<file path="src/rtl/sgu_pkg.sv">
package sgu_pkg;
    typedef enum logic [1:0] {
        SG_IDLE  = 2'd0,
        SG_STORE = 2'd1,
        SG_LOAD  = 2'd2
    } sg_state_e;
endpackage

</file>
<file path="src/rtl/sgu_magic.sv">
module sgu_magic #(
    parameter int DATA_W = 16,
    parameter int ADDR_W = 16
) (
    input  logic              clk,
    input  logic              rst_n,
    input  logic              start_i,
    input  logic [DATA_W-1:0] cycle_cnt_i,
    input  logic              mix_en_i,
    input  logic [ADDR_W-1:0] sp_i,
    output logic [DATA_W-1:0] key_o
);
    typedef struct packed {
        logic [DATA_W-1:0] magic;
    } magic_t;

    magic_t r_d, r_q;
    logic [DATA_W-1:0] sp_fold;

    generate
        if (ADDR_W >= DATA_W) begin : g_trunc
            assign sp_fold = sp_i[DATA_W-1:0];
        end else begin : g_ext
            assign sp_fold = {{(DATA_W-ADDR_W){1'b0}}, sp_i};
        end
    endgenerate

    always_comb begin
        r_d = r_q;
        if (start_i) r_d.magic = cycle_cnt_i;
    end

    always_ff @(posedge clk) begin
        if (!rst_n) r_q <= '0;
        else        r_q <= r_d;
    end

    assign key_o = mix_en_i ? (r_q.magic ^ sp_fold) : r_q.magic;
endmodule

</file>
<file path="src/rtl/sgu_fsm.sv">
module sgu_fsm
    import sgu_pkg::*;
#(
    parameter int ADDR_W      = 16,
    parameter int DATA_W      = 16,
    parameter int SLOT_OFFSET = 2
) (
    input  logic              clk,
    input  logic              rst_n,
    input  logic              guard_en_i,
    input  logic              call_i,
    input  logic              ret_i,
    input  logic [ADDR_W-1:0] sp_i,
    input  logic [DATA_W-1:0] key_i,
    input  logic [DATA_W-1:0] mem_rdata_i,
    input  logic              mem_ready_i,
    output logic              mem_req_o,
    output logic              mem_we_o,
    output logic [ADDR_W-1:0] mem_addr_o,
    output logic [DATA_W-1:0] mem_wdata_o,
    output logic              stall_o,
    output logic              bad_o
);
    typedef struct packed {
        sg_state_e         state;
        logic [ADDR_W-1:0] addr;
        logic [DATA_W-1:0] word;
    } fsm_t;

    fsm_t r_d, r_q;
    logic [ADDR_W-1:0] slot_addr;
    logic              take;

    assign slot_addr = sp_i - ADDR_W'(SLOT_OFFSET);
    assign take      = guard_en_i && (call_i || ret_i);

    always_comb begin
        r_d   = r_q;
        bad_o = 1'b0;
        unique case (r_q.state)
            SG_IDLE: begin
                if (take) begin
                    r_d.addr  = slot_addr;
                    r_d.word  = key_i;
                    r_d.state = call_i ? SG_STORE : SG_LOAD;
                end
            end
            SG_STORE: begin
                if (mem_ready_i) r_d.state = SG_IDLE;
            end
            SG_LOAD: begin
                if (mem_ready_i) begin
                    r_d.state = SG_IDLE;
                    bad_o     = (mem_rdata_i != r_q.word);
                end
            end
            default: r_d.state = SG_IDLE;
        endcase
    end

    always_ff @(posedge clk) begin
        if (!rst_n) r_q <= '{state: SG_IDLE, addr: '0, word: '0};
        else        r_q <= r_d;
    end

    assign mem_req_o   = (r_q.state != SG_IDLE);
    assign mem_we_o    = (r_q.state == SG_STORE);
    assign mem_addr_o  = r_q.addr;
    assign mem_wdata_o = r_q.word;
    assign stall_o     = mem_req_o || take;
endmodule

</file>
<file path="src/rtl/sgu_flag.sv">
module sgu_flag (
    input  logic clk,
    input  logic rst_n,
    input  logic bad_i,
    input  logic clr_i,
    output logic pulse_o,
    output logic sticky_o
);
    typedef struct packed {
        logic pulse;
        logic sticky;
    } flag_t;

    flag_t r_d, r_q;

    always_comb begin
        r_d.pulse = bad_i;
        if (bad_i)      r_d.sticky = 1'b1;
        else if (clr_i) r_d.sticky = 1'b0;
        else            r_d.sticky = r_q.sticky;
    end

    always_ff @(posedge clk) begin
        if (!rst_n) r_q <= '0;
        else        r_q <= r_d;
    end

    assign pulse_o  = r_q.pulse;
    assign sticky_o = r_q.sticky;
endmodule

</file>
<file path="src/rtl/stack_guard_unit.sv">
module stack_guard_unit #(
    parameter int ADDR_W      = 16,
    parameter int DATA_W      = 16,
    parameter int SLOT_OFFSET = 2
) (
    input  logic              clk,
    input  logic              rst_n,
    input  logic              guard_en_i,
    input  logic              mix_en_i,
    input  logic              start_i,
    input  logic [DATA_W-1:0] cycle_cnt_i,
    input  logic              call_i,
    input  logic              ret_i,
    input  logic [ADDR_W-1:0] sp_i,
    output logic              op_stall_o,
    output logic              mem_req_o,
    output logic              mem_we_o,
    output logic [ADDR_W-1:0] mem_addr_o,
    output logic [DATA_W-1:0] mem_wdata_o,
    input  logic [DATA_W-1:0] mem_rdata_i,
    input  logic              mem_ready_i,
    output logic              fault_o,
    output logic              fault_sticky_o,
    input  logic              fault_clr_i
);
    logic [DATA_W-1:0] key;
    logic              bad;

    sgu_magic #(.DATA_W(DATA_W), .ADDR_W(ADDR_W)) magic_i (
        .clk         (clk),
        .rst_n       (rst_n),
        .start_i     (start_i),
        .cycle_cnt_i (cycle_cnt_i),
        .mix_en_i    (mix_en_i),
        .sp_i        (sp_i),
        .key_o       (key)
    );

    sgu_fsm #(.ADDR_W(ADDR_W), .DATA_W(DATA_W), .SLOT_OFFSET(SLOT_OFFSET)) fsm_i (
        .clk         (clk),
        .rst_n       (rst_n),
        .guard_en_i  (guard_en_i),
        .call_i      (call_i),
        .ret_i       (ret_i),
        .sp_i        (sp_i),
        .key_i       (key),
        .mem_rdata_i (mem_rdata_i),
        .mem_ready_i (mem_ready_i),
        .mem_req_o   (mem_req_o),
        .mem_we_o    (mem_we_o),
        .mem_addr_o  (mem_addr_o),
        .mem_wdata_o (mem_wdata_o),
        .stall_o     (op_stall_o),
        .bad_o       (bad)
    );

    sgu_flag flag_i (
        .clk      (clk),
        .rst_n    (rst_n),
        .bad_i    (bad),
        .clr_i    (fault_clr_i),
        .pulse_o  (fault_o),
        .sticky_o (fault_sticky_o)
    );
endmodule

</file>
<file path="config.mk">
export PLATFORM = sky130hd
export DESIGN_NAME = stack_guard_unit
export DESIGN_NICKNAME = d
export VERILOG_FILES = /design/src/rtl/sgu_pkg.sv /design/src/rtl/sgu_magic.sv /design/src/rtl/sgu_fsm.sv /design/src/rtl/sgu_flag.sv /design/src/rtl/stack_guard_unit.sv
export SDC_FILE = /design/constraint.sdc
export NUM_CORES = 1
export LEC_CHECK = 0
export ABC_AREA = 1
export CAP_MARGIN = 15
export CORE_ASPECT_RATIO = 0.75
export CORE_MARGIN = 10
export CORE_UTILIZATION = 35
export CTS_BUF_LIST = sky130_fd_sc_hd__clkbuf_8
export DETAILED_ROUTE_END_ITERATION = 6
export DONT_BUFFER_PORTS = 1
export PLACE_DENSITY = 0.58
export SYNTH_ARGS = -nofsm -noshare
export SYNTH_HDL_FRONTEND = slang
export SYNTH_SLANG_ARGS = --single-unit
</file>
<file path="constraint.sdc">
create_clock -name clk -period 1.7 [get_ports clk]
set_clock_uncertainty 0.2 [all_clocks]
set_input_delay 0.17 -clock clk [delete_from_list [all_inputs] [get_ports clk]]
set_output_delay 0.17 -clock clk [all_outputs]
set_load 0.01 [all_outputs]
</file>
# --- Word level (Yosys, flattened, before mapping) ---
# Index checks and enable logic that the tools add are counted.
totals:
  ff_bits: 52
  out_inout_bits: 37
  word_cells: 31
op_classes:
  addsub: 1
  eq_ne: 5
  mux: 9
  bitwise_logic: 1
  n_reduce_logical: 9
op_table:
  columns: ["operator", "count"]
  rows:
  - ["$mux 34", 1]
  - ["$mux 16", 1]
  - ["$ne 16x16->1", 1]
  - ["$sub 16x2->16 const B", 1]
  - ["$xor 16x16->16", 1]
  - ["$mux 1", 4]
  - ["$mux 2", 2]
  - ["$ne 2x1->1 const B", 2]
  - ["$pmux 2 s2", 1]
  - ["$reduce_and 2->1", 2]
  - ["$reduce_bool 2->1", 2]
  - ["$eq 2x1->1 const B", 1]
  - ["$eq 2x2->1 const B", 1]
  - ["$logic_not 2->1", 1]
  - ["$logic_or 1x1->1", 2]
  - ["$reduce_or 2->1", 1]
  - ["$logic_and 1x1->1", 1]

# --- Longest topological paths before layout ---
# Gate-level depths: netlist of run 1.
depth:
  ltp_word: 4
  depth_mapped: 9
  depth_no_buf: 9

# --- Hierarchy ---
# A second synthesis of run 1 with hierarchy kept.
hier_totals:
  hier_cells: 538
  hier_area_um2: 3279.4
by_module_without_submodules:
  columns: ["mod", "instances", "cells_each", "area_per_inst_um2", "seq_area_each_um2"]
  rows:
  - ["sgu_fsm", 1, 331, 2157.1, 680.7]
  - ["sgu_magic", 1, 200, 1062.3, 320.3]
  - ["sgu_flag", 1, 7, 60.1, 40.0]

# --- Worst setup path after synthesis of run 1 ---
# OpenSTA, ideal clock, no wires.
synth_path:
  path_type: "reg2reg"
  from: "reg fsm_i.r_q[32] (netlist bit)"
  to: "reg fsm_i.r_q (netlist bit fsm_i.mem_addr_o[8])"
  setup_ps: 109
  t_arrival_ps: 1151
  required_time_ps: 1391
  path_slack_ps: 241
  stages_incl_launch_ff: 9
  n_path_buf: 1
  period_less_slack_ps: 1459
  cell_sequence: "dfxtp_1 -> inv_1 -> ha_1 -> inv_2 -> nor2_8 -> buf_6 -> o21a_1 -> nand2_1 -> inv_1"
synth_via:
  elab_chain_len: 2
synth_lines:
  columns: ["item", "line_no", "source"]
  rows:
  - ["from (decl)", "sgu_fsm.sv:30", "fsm_t r_d, r_q;"]
  - ["from (signal assigned)", "sgu_fsm.sv:62", "if (!rst_n) r_q <= '{state: SG_IDLE, addr: '0, word: '0};"]
  - ["from (signal assigned)", "sgu_fsm.sv:63", "else r_q <= r_d;"]
  - ["$logic_not 2->1", "sgu_fsm.sv:40", "unique case (r_q.state)"]
  - ["$reduce_and 2->1 (no line)", null, null]
# No other way between the ends.
# A chain may end at the register's enable or synchronous reset.

# --- Final worst setup path of run 1 ---
layout_path:
  from: "in sp_i[2]"
  to: "reg fsm_i.r_q (netlist bit fsm_i.mem_addr_o[15])"
layout_via:
  elab_chain_len: 1
layout_lines:
  columns: ["item", "line_no", "source"]
  rows:
  - ["from (decl)", "stack_guard_unit.sv:14", "input logic [ADDR_W-1:0] sp_i,"]
  - ["$sub 16x2->16", "sgu_fsm.sv:34", "assign slot_addr = sp_i - ADDR_W'(SLOT_OFFSET);"]
# No other way between the ends.

==> flow_summary.yaml, run 1 <==
status:
  run_status: "completed"
floorplanning:
  dieWidth_um: 127
  boundaryPins: 94
  design.core.area_sq_um: 8420
  floorplan.rows: 29
  dieHeight_um: 100
  dieArea_sq_um: 12700
  initial_utilization_pct: 35.7
timing:
  min_period_over_period_pct: 93.6
  final-hold-violation-count: 0
  setup_tns_ps: 0
  rsz0062_at_grt: "false"
  report.final.slew_viol_count: 0
  worst_slew_pin_slew_ps: 569
  worst_slack_ps: 109
  final.min_clock_period_ps: 1590
  max_slew_margin_pct: 62.0
  fmax_mhz: 629
  setup_viol: 0
logic_synthesis:
  synth.distinct_cells: 30
  synth_top_family_by_area: "simple AND/OR/NAND/NOR gates"
  synth-seq-area-share_pct: 34.6
  synth_commonest_cells: "91 x sky130_fd_sc_hd__nand2_1, 64 x sky130_fd_sc_hd__nor2_1, 53 x sky130_fd_sc_hd__inv_1, 52 x sky130_fd_sc_hd__dfxtp_1, 33 x sky130_fd_sc_hd__buf_4"
  yosys.cell_count.top_type: "sky130_fd_sc_hd__nand2_1"
  synth_top_area_cell: "sky130_fd_sc_hd__dfxtp_1"
  synthesis.instances: 441
  synthXorXnorAreaFrac_pct: 5.54
  muxShareOfSynthArea_pct: 0
  yosys.area_share.simple_pct: 25.2
  synthesis.area_sq_um: 3010
  synth_warnings: 0
  yosysTopAreaCellShare_pct: 34.6
  yosys_register_bits: 52
  yosys.area_share.adder_pct: 1.67
  asyncSetResetFlopFracSynth_pct: 0
  ys.flop_type: "sky130_fd_sc_hd__dfxtp_1"
  synth_enable_flop_cells: 0
  yosys-top-cells-area: "sky130_fd_sc_hd__dfxtp_1 35%, sky130_fd_sc_hd__nand2_1 11%, sky130_fd_sc_hd__buf_4 8.2%, sky130_fd_sc_hd__nor2_1 8.0%, sky130_fd_sc_hd__inv_1 6.6%"
  synth-compound-area-share_pct: 15.1
  synth.net_count: 502
  avgSynthCellArea_sq_um: 6.81
pwr:
  power.ir.vdd_worst_uv: 455
  power_uw: 2740
  swShare_pct: 31.3
  power_density_nw_per_um2: 765
  power.combinational.fraction_pct: 22.2
  part_of_the_power_in_the_clock_network_pct: 25.1
  cell_internal_pwr_uw: 1890
  sequentialPowerShare_pct: 52.7
  power.switching_uw: 859
  static-leakage-power_uw: 0.00166
cells_and_area:
  nets: 527
  num-fill-cells: 879
  syn2layout_area_growth_pct: 19.3
  multi_input_comb_area_sq_um: 1450
  layout.cell_area.non_filler_sq_um: 3590
  layout.area.seq_sq_um: 1040
  n_antenna_cell: 0
  layout-drive-gt1-share_pct: 6.65
min_path:
  min_from: "sp_i[11]"
  worst_hold_path.num_cells: 5
  min_to: "fsm_i.mem_addr_o[12]"
  hold_path_class: "in -> reg"
critical_path:
  critPathRequiredTime_ps: 1730
  timing.setup.critical_path_class: "in -> reg"
  critical_register_to_register_path_endpoint: "fsm_i.mem_addr_o[6]"
  arrival_ps: 1620
  crit_path_start_kind: "input port"
  setup.reg_to_reg.worst_slack_ps: 150
  r2r_start: "fsm_i.r_q[32]"
  cp-end-kind: "flip-flop"
  reg2regPathDepth: 8
  worstPathMaxFanout: 6
detailed_routing:
  routed_wire_length_per_instance_um: 16.2
  final_antenna_net_count: 0
  remaining_drc_errors: 0
  detailedRoute.firstIterationViolations: 228
  route.detailed.vias_per_inst: 4.73
  totalWireLength_mm: 9.27
  via_count: 2717
  drt_pass1_iterations: 4
placement:
  dpl.hpwl_mm: 6.36
  place.gp.congestion: 0.805
  detailedPlace.worstSlack_ps: 140
  postPlaceCellArea_sq_um: 2890
  portBuffers: 0
cts:
  cts_buffer_depth: 2
  cts_tree: "built"
  post_cts_buffers: 0
  cts.sinks: 52
  count_of_h_tree_levels_built_during_cts: 2
  tritoncts.num_buffers: 5
  clock_tree.root_cell: "sky130_fd_sc_hd__clkbuf_8"
  clk_pin_slew_worst_setup_hold_paths_ps: 100
  clk-insertion-delay-late_ps: 310
grt:
  grt_start_max_net_pins: 52
  grt.overflow.total: 0
  gr-usage-all-layers_pct: 13.8
  number_of_antenna_violations_at_the_first_check_in_global_routing: 0
  grt_pass1_wl_mm: 14.3
  number_of_global_route_vias_before_repair: 2660
run:
  maxCapViolCount: 0
-- metrics by stage --
stage	cells	utilization [%]	hold WS, ps
6_report	574	42.6	3.07
5_1_grt	574	42.6	27.0
4_1_cts	573	42.0	1.97
3_5_place_dp	510	34.3	67.9
3_3_place_gp	510	34.3	66.4
2_1_floorplan	441	-	60.9
-- routing by layer --
layer	up-vias	routed length, um	global-route usage (%)
met5	-	0	0
met4	0	68	2.62
met3	9	1160	6.53
met2	107	3890	20.9
met1	1210	4150	17.6
li1	1391	-	-
-- worst max-delay path by stage --
stage	slack, ps	start	endpoint	cells past startpoint
after global routing	10	fsm_i.r_q[32]	fsm_i.mem_addr_o[14]	8
after CTS	4	sp_i[2]	fsm_i.mem_addr_o[15]	10
after detailed placement	140	fsm_i.r_q[32]	fsm_i.mem_addr_o[6]	8
after floorplan	240	fsm_i.r_q[32]	fsm_i.mem_addr_o[8]	8
after global placement	160	fsm_i.mem_wdata_o[1]	flag_i.sticky_o	9
final	110	sp_i[2]	fsm_i.mem_addr_o[15]	10
-- critical path, stage by stage --
cell and delay, ps:
sky130_fd_sc_hd__dlygate4sd3_1 610, sky130_fd_sc_hd__inv_1 90, sky130_fd_sc_hd__ha_2 210, sky130_fd_sc_hd__nand3_4 140
sky130_fd_sc_hd__nor2_4 130, sky130_fd_sc_hd__nand2_1 60, sky130_fd_sc_hd__nand2_1 60, sky130_fd_sc_hd__nand3_1 70
sky130_fd_sc_hd__nand2_1 60, sky130_fd_sc_hd__inv_1 30
-- cell usage in the layout (no fill, tap or decap), drive strengths merged --
| cell type | count |
|---|---|
| a21boi | 1 |
| nor2 | 72 |
| a31oi | 3 |
| a21oi | 28 |
| clkbuf | 6 |
| inv | 55 |
| nor3 | 2 |
| xnor2 | 2 |
| ha | 4 |
| o211ai | 1 |
| buf | 9 |
| nand2 | 92 |
| dfxtp | 52 |
| nand3 | 12 |
| nand3b | 2 |
| clkinv | 1 |
| o21a | 3 |
| dlygate4sd3 | 54 |
| xor2 | 17 |
| o21ai | 49 |
| dlymetal6s4s | 1 |
-- power by group through the flow --
stage	Clock [uW]	Combinational [uW]	Sequential (uW)
finish	688	610	1450
global route	758	690	1470
CTS	711	593	1450
floorplan	0	502	1410
global placement	0	428	1480
detailed placement	0	436	1480
-- layout make-up --
type	count	area share, %
Multi-Input combinational cell	288	40.3
Sequential cell	52	29.0
Timing Repair Buffer	65	19.1
Inverter	54	5.65
Tap cell	108	3.77
Clock buffer	5	1.92
Clock inverter	2	0.244
-- state kept, by name, summed over array words and instances, names as in the netlist --
name and cells:
fsm_i.r_q 2, magic_i.r_q 16, flag_i.pulse_o 1, flag_i.sticky_o 1, fsm_i.mem_wdata_o 16, fsm_i.mem_addr_o 16
-- cells by family after synthesis --
logic type / count (synthesis)
AND/OR/NAND/NOR: 180
adder cells (fa/ha/maj): 4
XOR/XNOR: 19
AO/OA/AOI/OAI: 85
flip-flops: 52
buffers and inverters: 101
-- what timing repair did --
action | 4_1_cts | 5_1_grt
endpoints found under the hold margin | 52 | 0
endpoints found under the setup margin | 0 | 20
resized for setup | 0 | 6
hold buffers | 56 | 0
No activity file was read; power rests on OpenSTA's default activity.
==> run 2, diff against run 1 <==
ABC_AREA = not set   (was 1)
SETUP_SLACK_MARGIN = 0.5   (was not set)
==> flow_summary.yaml, run 2 <==
status:
  run_status: "finished with violations"
  failed_checks: "negative hold slack"
logic_synthesis:
  yosys-top-cells-area: "sky130_fd_sc_hd__dfxtp_1 39%, sky130_fd_sc_hd__buf_4 8.9%, sky130_fd_sc_hd__xor2_1 7.2%, sky130_fd_sc_hd__xnor2_1 6.8%, sky130_fd_sc_hd__nor2_1 6.4%"
  asyncSetResetFlopFracSynth_pct: 0
  synth_commonest_cells: "52 x sky130_fd_sc_hd__dfxtp_1, 46 x sky130_fd_sc_hd__nor2_1, 32 x sky130_fd_sc_hd__buf_4, 22 x sky130_fd_sc_hd__xor2_1"
  yosysTopAreaCellShare_pct: 38.8
  synthesis.instances: 309
  yosys.cell_count.top_type: "sky130_fd_sc_hd__dfxtp_1"
  synth_enable_flop_cells: 0
  synth-seq-area-share_pct: 38.8
  yosys_register_bits: 52
  avgSynthCellArea_sq_um: 8.69
  synth.net_count: 370
  synth_warnings: 0
  ys.flop_type: "sky130_fd_sc_hd__dfxtp_1"
  synth.distinct_cells: 32
  synth_top_area_cell: "sky130_fd_sc_hd__dfxtp_1"
  synthesis.area_sq_um: 2690
detailed_routing:
  route.detailed.vias_per_inst: 5.07
  detailedRoute.firstIterationViolations: 105
  remaining_drc_errors: 0
  final_antenna_net_count: 0
  via_count: 2201
  drt_pass1_iterations: 4
  routed_wire_length_per_instance_um: 20.1
  totalWireLength_mm: 8.71
timing:
  rsz0062_at_grt: "true"
  min_period_over_period_pct: 91.6
  worst_slack_ps: 143
  fmax_mhz: 642
  setup_viol: 0
  report.final.slew_viol_count: 0
  final-hold-violation-count: 30
  final.hold.worst_slack_ps: -252
  final.min_clock_period_ps: 1560
  setup_tns_ps: 0
  worst_slew_pin_slew_ps: 546
  max_slew_margin_pct: 63.2
grt:
  grt_start_max_net_pins: 42
  grt.overflow.total: 0
  number_of_antenna_violations_at_the_first_check_in_global_routing: 1
  number_of_global_route_vias_before_repair: 2129
  gr-usage-all-layers_pct: 14.1
  grt_pass1_wl_mm: 12.8
cts:
  cts_tree: "built"
  tritoncts.num_buffers: 5
  clock_tree.root_cell: "sky130_fd_sc_hd__clkbuf_8"
  count_of_h_tree_levels_built_during_cts: 2
  cts_hold_buf: 29
  cts_buffer_depth: 2
  clk-insertion-delay-late_ps: 310
  cts.sinks: 52
  clk_pin_slew_worst_setup_hold_paths_ps: 100
placement:
  detailedPlace.worstSlack_ps: 57.4
  place.gp.congestion: 0.774
  portBuffers: 0
  dpl.hpwl_mm: 5.82
critical_path:
  r2r_start: "fsm_i.r_q[32]"
  crit_path_start_kind: "flip-flop"
  critical_register_to_register_path_endpoint: "fsm_i.mem_addr_o[6]"
  worstPathMaxFanout: 11
  critPathRequiredTime_ps: 1730
  critical_path_cell_list: "inv_2, ha_4, o211a_4, buf_4, clkbuf_16, a311oi_2"
  setup.reg_to_reg.worst_slack_ps: 140
  path_buf_inv: 3
  timing.setup.critical_path_class: "reg -> reg"
  critPathLaunch: "fsm_i.r_q[32]"
  cp-end-kind: "flip-flop"
  critical-path-top-delay-family: "buffers and inverters"
  arrival_ps: 1580
  crit_slowest_cell: "sky130_fd_sc_hd__dfxtp_2"
  reg2regPathDepth: 6
  cp_slowest_stage_delay_ps: 350
cells_and_area:
  nets: 393
  final_common_cell: "sky130_fd_sc_hd__nor2_1"
  syn2layout_area_growth_pct: 38.4
  layout.cells.most_common_list: "38 x sky130_fd_sc_hd__nor2_1, 34 x sky130_fd_sc_hd__dfxtp_1, 29 x sky130_fd_sc_hd__dlygate4sd3_1, 22 x sky130_fd_sc_hd__xor2_1"
  layout-drive-gt1-share_pct: 38.3
min_path:
  worst_hold_path.num_cells: 1
  hold_path_class: "in -> reg"
  min_from: "sp_i[1]"
  min_to: "fsm_i.mem_addr_o[1]"
floorplanning:
  boundaryPins: 94
  design.core.area_sq_um: 7400
  dieWidth_um: 121
  floorplan.rows: 27
  dieHeight_um: 95.9
  dieArea_sq_um: 11600
  initial_utilization_pct: 36.3
pwr:
  sequentialPowerShare_pct: 48.6
  cell_internal_pwr_uw: 2080
  static-leakage-power_uw: 0.00141
  power_density_nw_per_um2: 801
  power.switching_uw: 896
  power.combinational.fraction_pct: 26.8
  part_of_the_power_in_the_clock_network_pct: 24.6
  swShare_pct: 30.1
  power.ir.vdd_worst_uv: 364
run:
  maxCapViolCount: 0
run 2: per-stage QoR:
step,util [%],std cells,power [uW],area [sq um]
2_1_floorplan,-,309,1920,2850
3_3_place_gp,36.9,377,1910,2730
3_5_place_dp,36.9,377,1920,2730
4_1_cts,46.5,426,2870,3440
5_1_grt,50.2,434,3130,3720
6_report,50.2,434,2980,3720
run 2: worst reg2reg max path: stages (launching register included):
cell and delay (ps):
sky130_fd_sc_hd__dfxtp_2 350, sky130_fd_sc_hd__inv_2 50, sky130_fd_sc_hd__ha_4 160, sky130_fd_sc_hd__o211a_4 180
sky130_fd_sc_hd__buf_4 170, sky130_fd_sc_hd__clkbuf_16 180, sky130_fd_sc_hd__a311oi_2 200
run 2: timing repair:
action                                  in CTS  in global routing
setup buffers                                9                  5
hold endpoints to repair                    43                 30
gates cloned                                 4                  2
endpoints found under the setup margin      40                 49
resized for setup                           39                 53
pin swaps                                    7                  9
run 2: worst max-delay path by stage:
stage / end / slack [ps] / cells past startpoint
global placement: fsm_i.mem_addr_o[13] / 110 / 4
detailed placement: fsm_i.mem_addr_o[4] / 60 / 6
finish: fsm_i.mem_addr_o[6] / 140 / 6
floorplan: fsm_i.mem_addr_o[13] / 160 / 4
global route: fsm_i.mem_addr_o[6] / 90 / 6
CTS: fsm_i.mem_wdata_o[1] / 170 / 6
run 2: cell type report:
type | instances | area (sq um)
Fill cell | 671 | 3680
Multi-Input combinational cell | 203 | 1670
Sequential cell | 52 | 1080
Timing Repair Buffer | 64 | 724
Tap cell | 101 | 126
Clock buffer | 6 | 82.6
Inverter | 6 | 25.0
Clock inverter | 1 | 8.76
Antenna cell | 1 | 2.50
run 2: cell families after synthesis:
family / after synthesis / share of synthesized area [%]
xor gates and xnor gates: 43 / 14.0
buffers and inverters: 54 / 12.1
muxes: 17 / 6.33
adders and majority gates: 4 / 1.86
and+or+nand+nor: 92 / 15.2
DFF: 52 / 38.8
AOI/OAI and AO/OA: 47 / 11.7
run 2: power by group through the flow:
stage               combinational, uW  sequential, uW  clock, uW
global route                      859            1460        811
detailed placement                456            1460          0
CTS                               674            1440        757
finish                            797            1450        733
global placement                  448            1460          0
floorplan                         509            1410          0
run 2: layer usage:
metal / global-route usage, % / wire length [um] / up-vias
met5: 0 / 0 / -
met2: 20.8 / 3750 / 88
met3: 5.85 / 1050 / 7
li1: - / - / 1066
met1: 18.9 / 3830 / 1040
met4: 2.87 / 76 / 0
==> run 3, diff against run 2 <==
CORE_ASPECT_RATIO = 0.6   (was 0.75)
SYNTH_HIERARCHICAL = 1   (was not set)
==> flow_summary.yaml, run 3 <==
critical_path:
  cp_slowest_stage_delay_ps: 340
  cp-end-kind: "flip-flop"
  critical-path-top-delay-family: "buffers and inverters"
  path_buf_inv: 4
  crit_path_start_kind: "flip-flop"
  arrival_ps: 1660
  worstPathMaxFanout: 6
  timing.setup.critical_path_class: "reg -> reg"
  critPathRequiredTime_ps: 1710
  crit_slowest_cell: "sky130_fd_sc_hd__dfxtp_2"
  critical_path_cell_list: "inv_2, ha_4, o211a_4, buf_12, buf_12, buf_16, o211a_1"
  cp_common_cell: "sky130_fd_sc_hd__buf_12"
floorplanning:
  dieHeight_um: 90.1
  initial_utilization_pct: 36.2
  dieArea_sq_um: 12300
  boundaryPins: 94
  dieWidth_um: 137
  floorplan.rows: 25
  design.core.area_sq_um: 7910
timing:
  max_slew_margin_pct: 60.1
  fmax_mhz: 606
  report.final.slew_viol_count: 0
  final-hold-violation-count: 52
  worst_slack_ps: 51.1
  final.min_clock_period_ps: 1650
  worst_slew_pin_slew_ps: 592
  rsz0062_at_grt: "true"
  min_period_over_period_pct: 97.0
  setup_viol: 0
  final.hold.worst_slack_ps: -221
min_path:
  hold_path_class: "in -> reg"
detailed_routing:
  route.detailed.vias_per_inst: 4.97
  via_count: 2193
  drt_pass1_iterations: 4
  final_antenna_net_count: 0
  routed_wire_length_per_instance_um: 20.6
  totalWireLength_mm: 9.10
  detailedRoute.firstIterationViolations: 216
  remaining_drc_errors: 0
cts:
  count_of_h_tree_levels_built_during_cts: 2
  cts_buffer_depth: 2
  cts.sinks: 52
  clk_pin_slew_worst_setup_hold_paths_ps: 100
  tritoncts.num_buffers: 5
  cts_tree: "built"
  clk-insertion-delay-late_ps: 310
  clock_tree.root_cell: "sky130_fd_sc_hd__clkbuf_8"
cells_and_area:
  layout.cells.most_common_list: "41 x sky130_fd_sc_hd__nand2_1, 35 x sky130_fd_sc_hd__dfxtp_1, 22 x sky130_fd_sc_hd__xor2_1, 20 x sky130_fd_sc_hd__xnor2_1, 20 x sky130_fd_sc_hd__buf_4"
  layout_cells_excl_fill: 441
  layout.cell_area.non_filler_sq_um: 3690
  final_common_cell: "sky130_fd_sc_hd__nand2_1"
  syn2layout_area_growth_pct: 28.8
  n_antenna_cell: 0
  final_util_pct: 46.6
  layout-drive-gt1-share_pct: 36.0
  num-fill-cells: 739
  nets: 393
placement:
  postPlaceCellArea_sq_um: 2880
  detailedPlace.worstSlack_ps: -99.8
  dpl.hpwl_mm: 6.07
  dp_cells: 405
  portBuffers: 0
  place.gp.congestion: 0.749
grt:
  grt.overflow.total: 0
  gr-usage-all-layers_pct: 14.2
  grt_pass1_wl_mm: 13.7
  grt_start_max_net_pins: 53
  number_of_antenna_violations_at_the_first_check_in_global_routing: 0
  number_of_global_route_vias_before_repair: 2258
pwr:
  swShare_pct: 28.8
  part_of_the_power_in_the_clock_network_pct: 26.1
  power.switching_uw: 820
  power.combinational.fraction_pct: 25.1
  static-leakage-power_uw: 0.00152
  power.ir.vdd_worst_uv: 330
  power_density_nw_per_um2: 773
  cell_internal_pwr_uw: 2030
  sequentialPowerShare_pct: 48.7
logic_synthesis:
  synth_warnings: 6
  yosys-top-cells-area: "sky130_fd_sc_hd__dfxtp_1 36%, sky130_fd_sc_hd__buf_4 8.4%, sky130_fd_sc_hd__nand2_1 7.3%, sky130_fd_sc_hd__xor2_1 7.0%, sky130_fd_sc_hd__mux2i_1 6.3%"
  synth-seq-area-share_pct: 36.4
  synth_top_area_cell: "sky130_fd_sc_hd__dfxtp_1"
  synth.net_count: 385
  synth_commonest_cells: "56 x sky130_fd_sc_hd__nand2_1, 52 x sky130_fd_sc_hd__dfxtp_1, 32 x sky130_fd_sc_hd__buf_4, 23 x sky130_fd_sc_hd__xor2_1, 20 x sky130_fd_sc_hd__xnor2_1"
  yosys.cell_count.top_type: "sky130_fd_sc_hd__nand2_1"
  synth_enable_flop_cells: 0
  synthesis.area_sq_um: 2860
  synthesis.instances: 324
  yosys_register_bits: 52
  synth.distinct_cells: 36
  avgSynthCellArea_sq_um: 8.84
  yosysTopAreaCellShare_pct: 36.4
  ys.flop_type: "sky130_fd_sc_hd__dfxtp_1"
  asyncSetResetFlopFracSynth_pct: 0
status:
  failed_checks: "negative hold slack"
  run_status: "finished with violations"
run:
  maxCapViolCount: 0
run 3: cell count changes in the layout (fill, tap and decap cells not counted), moves of 6 or more:
| cell | change |
|---|---|
| sky130_fd_sc_hd__dfxtp_4 | -6 |
| sky130_fd_sc_hd__nand2_4 | +10 |
| sky130_fd_sc_hd__a211oi_2 | -21 |
| sky130_fd_sc_hd__nor2b_1 | +17 |
| sky130_fd_sc_hd__nor2_2 | -7 |
| sky130_fd_sc_hd__a21boi_2 | +8 |
| sky130_fd_sc_hd__buf_6 | +6 |
| sky130_fd_sc_hd__dlygate4sd3_1 | -27 |
| sky130_fd_sc_hd__nor2_1 | -33 |
| sky130_fd_sc_hd__a21boi_1 | +9 |
| sky130_fd_sc_hd__nand2_1 | +22 |
run 3: cell type report:
type | count | area [sq um] | area share, %
clock buffer | 6 | 82.6 | 2.24
clock inverter | 2 | 7.51 | 0.204
sequential | 52 | 1060 | 28.8
inverter | 5 | 21.3 | 0.577
tap | 108 | 135 | 3.67
multi-input combinational | 221 | 1760 | 47.7
timing repair buffer | 47 | 619 | 16.8
run 3: cells by family after synthesis:
logic type | synth area share, %
simple gates | 18.9
xor+xnor | 13.2
buf+inv | 12.0
flops | 36.4
fa+ha+maj | 1.75
mux | 6.29
compound gates | 11.5
run 3: metal layers:
layer / part of all wire [%] / global-route usage, % / wire [um] / up-vias
met5: 0 / 0 / 0 / -
met4: 1.1 / 3.00 / 97 / 0
met3: 9.7 / 6.44 / 880 / 9
met2: 44 / 20.7 / 3970 / 85
met1: 46 / 18.7 / 4160 / 1031
li1: - / - / - / 1068
run 3: repair_timing:
action,in CTS,in global routing
pin swaps,16,18
gates resized for setup,51,47
gates cloned,6,1
setup endpoints to repair,41,51
hold buffers,1,1
setup buffers,15,4
endpoints found under the hold margin,52,52
run 3: worst register-to-register path, cell delays in order, from the launching register on:
cell                      delay [ps]
sky130_fd_sc_hd__dfxtp_2         340
sky130_fd_sc_hd__inv_2            50
sky130_fd_sc_hd__ha_4            170
sky130_fd_sc_hd__o211a_4         180
sky130_fd_sc_hd__buf_12          150
sky130_fd_sc_hd__buf_12          120
sky130_fd_sc_hd__buf_16          130
sky130_fd_sc_hd__o211a_1         210
run 3: power groups by stage:
stage | Clock (uW) | Sequential (uW) | Combinational (uW)
global route | 836 | 1400 | 770
detailed placement | 0 | 1410 | 407
global placement | 0 | 1410 | 405
floorplan | 0 | 1380 | 431
CTS | 781 | 1390 | 633
finish | 744 | 1390 | 716
run 3: path summary, 6_finish.rpt:
kind,startpoint,to,slack [ps],cells past startpoint
setup / recovery,fsm_i/r_q[33],fsm_i/mem_addr_o[2],50,7
hold reg to reg,fsm_i/mem_wdata_o[6],fsm_i/mem_wdata_o[6],300,2
hold / removal,rst_n,fsm_i/mem_addr_o[6],-220,2
setup reg to reg,fsm_i/r_q[33],fsm_i/mem_addr_o[2],50,7
run 3: stage by stage:
stage | power, uW | TNS (ps) | hold slack, ps
global placement | 1810 | -27.4 | 103
detailed placement | 1820 | -172 | 101
global route | 3010 | -9.38 | -244
CTS | 2800 | 0 | -238
floorplan | 1810 | 0 | 87.5
finish | 2850 | 0 | -221
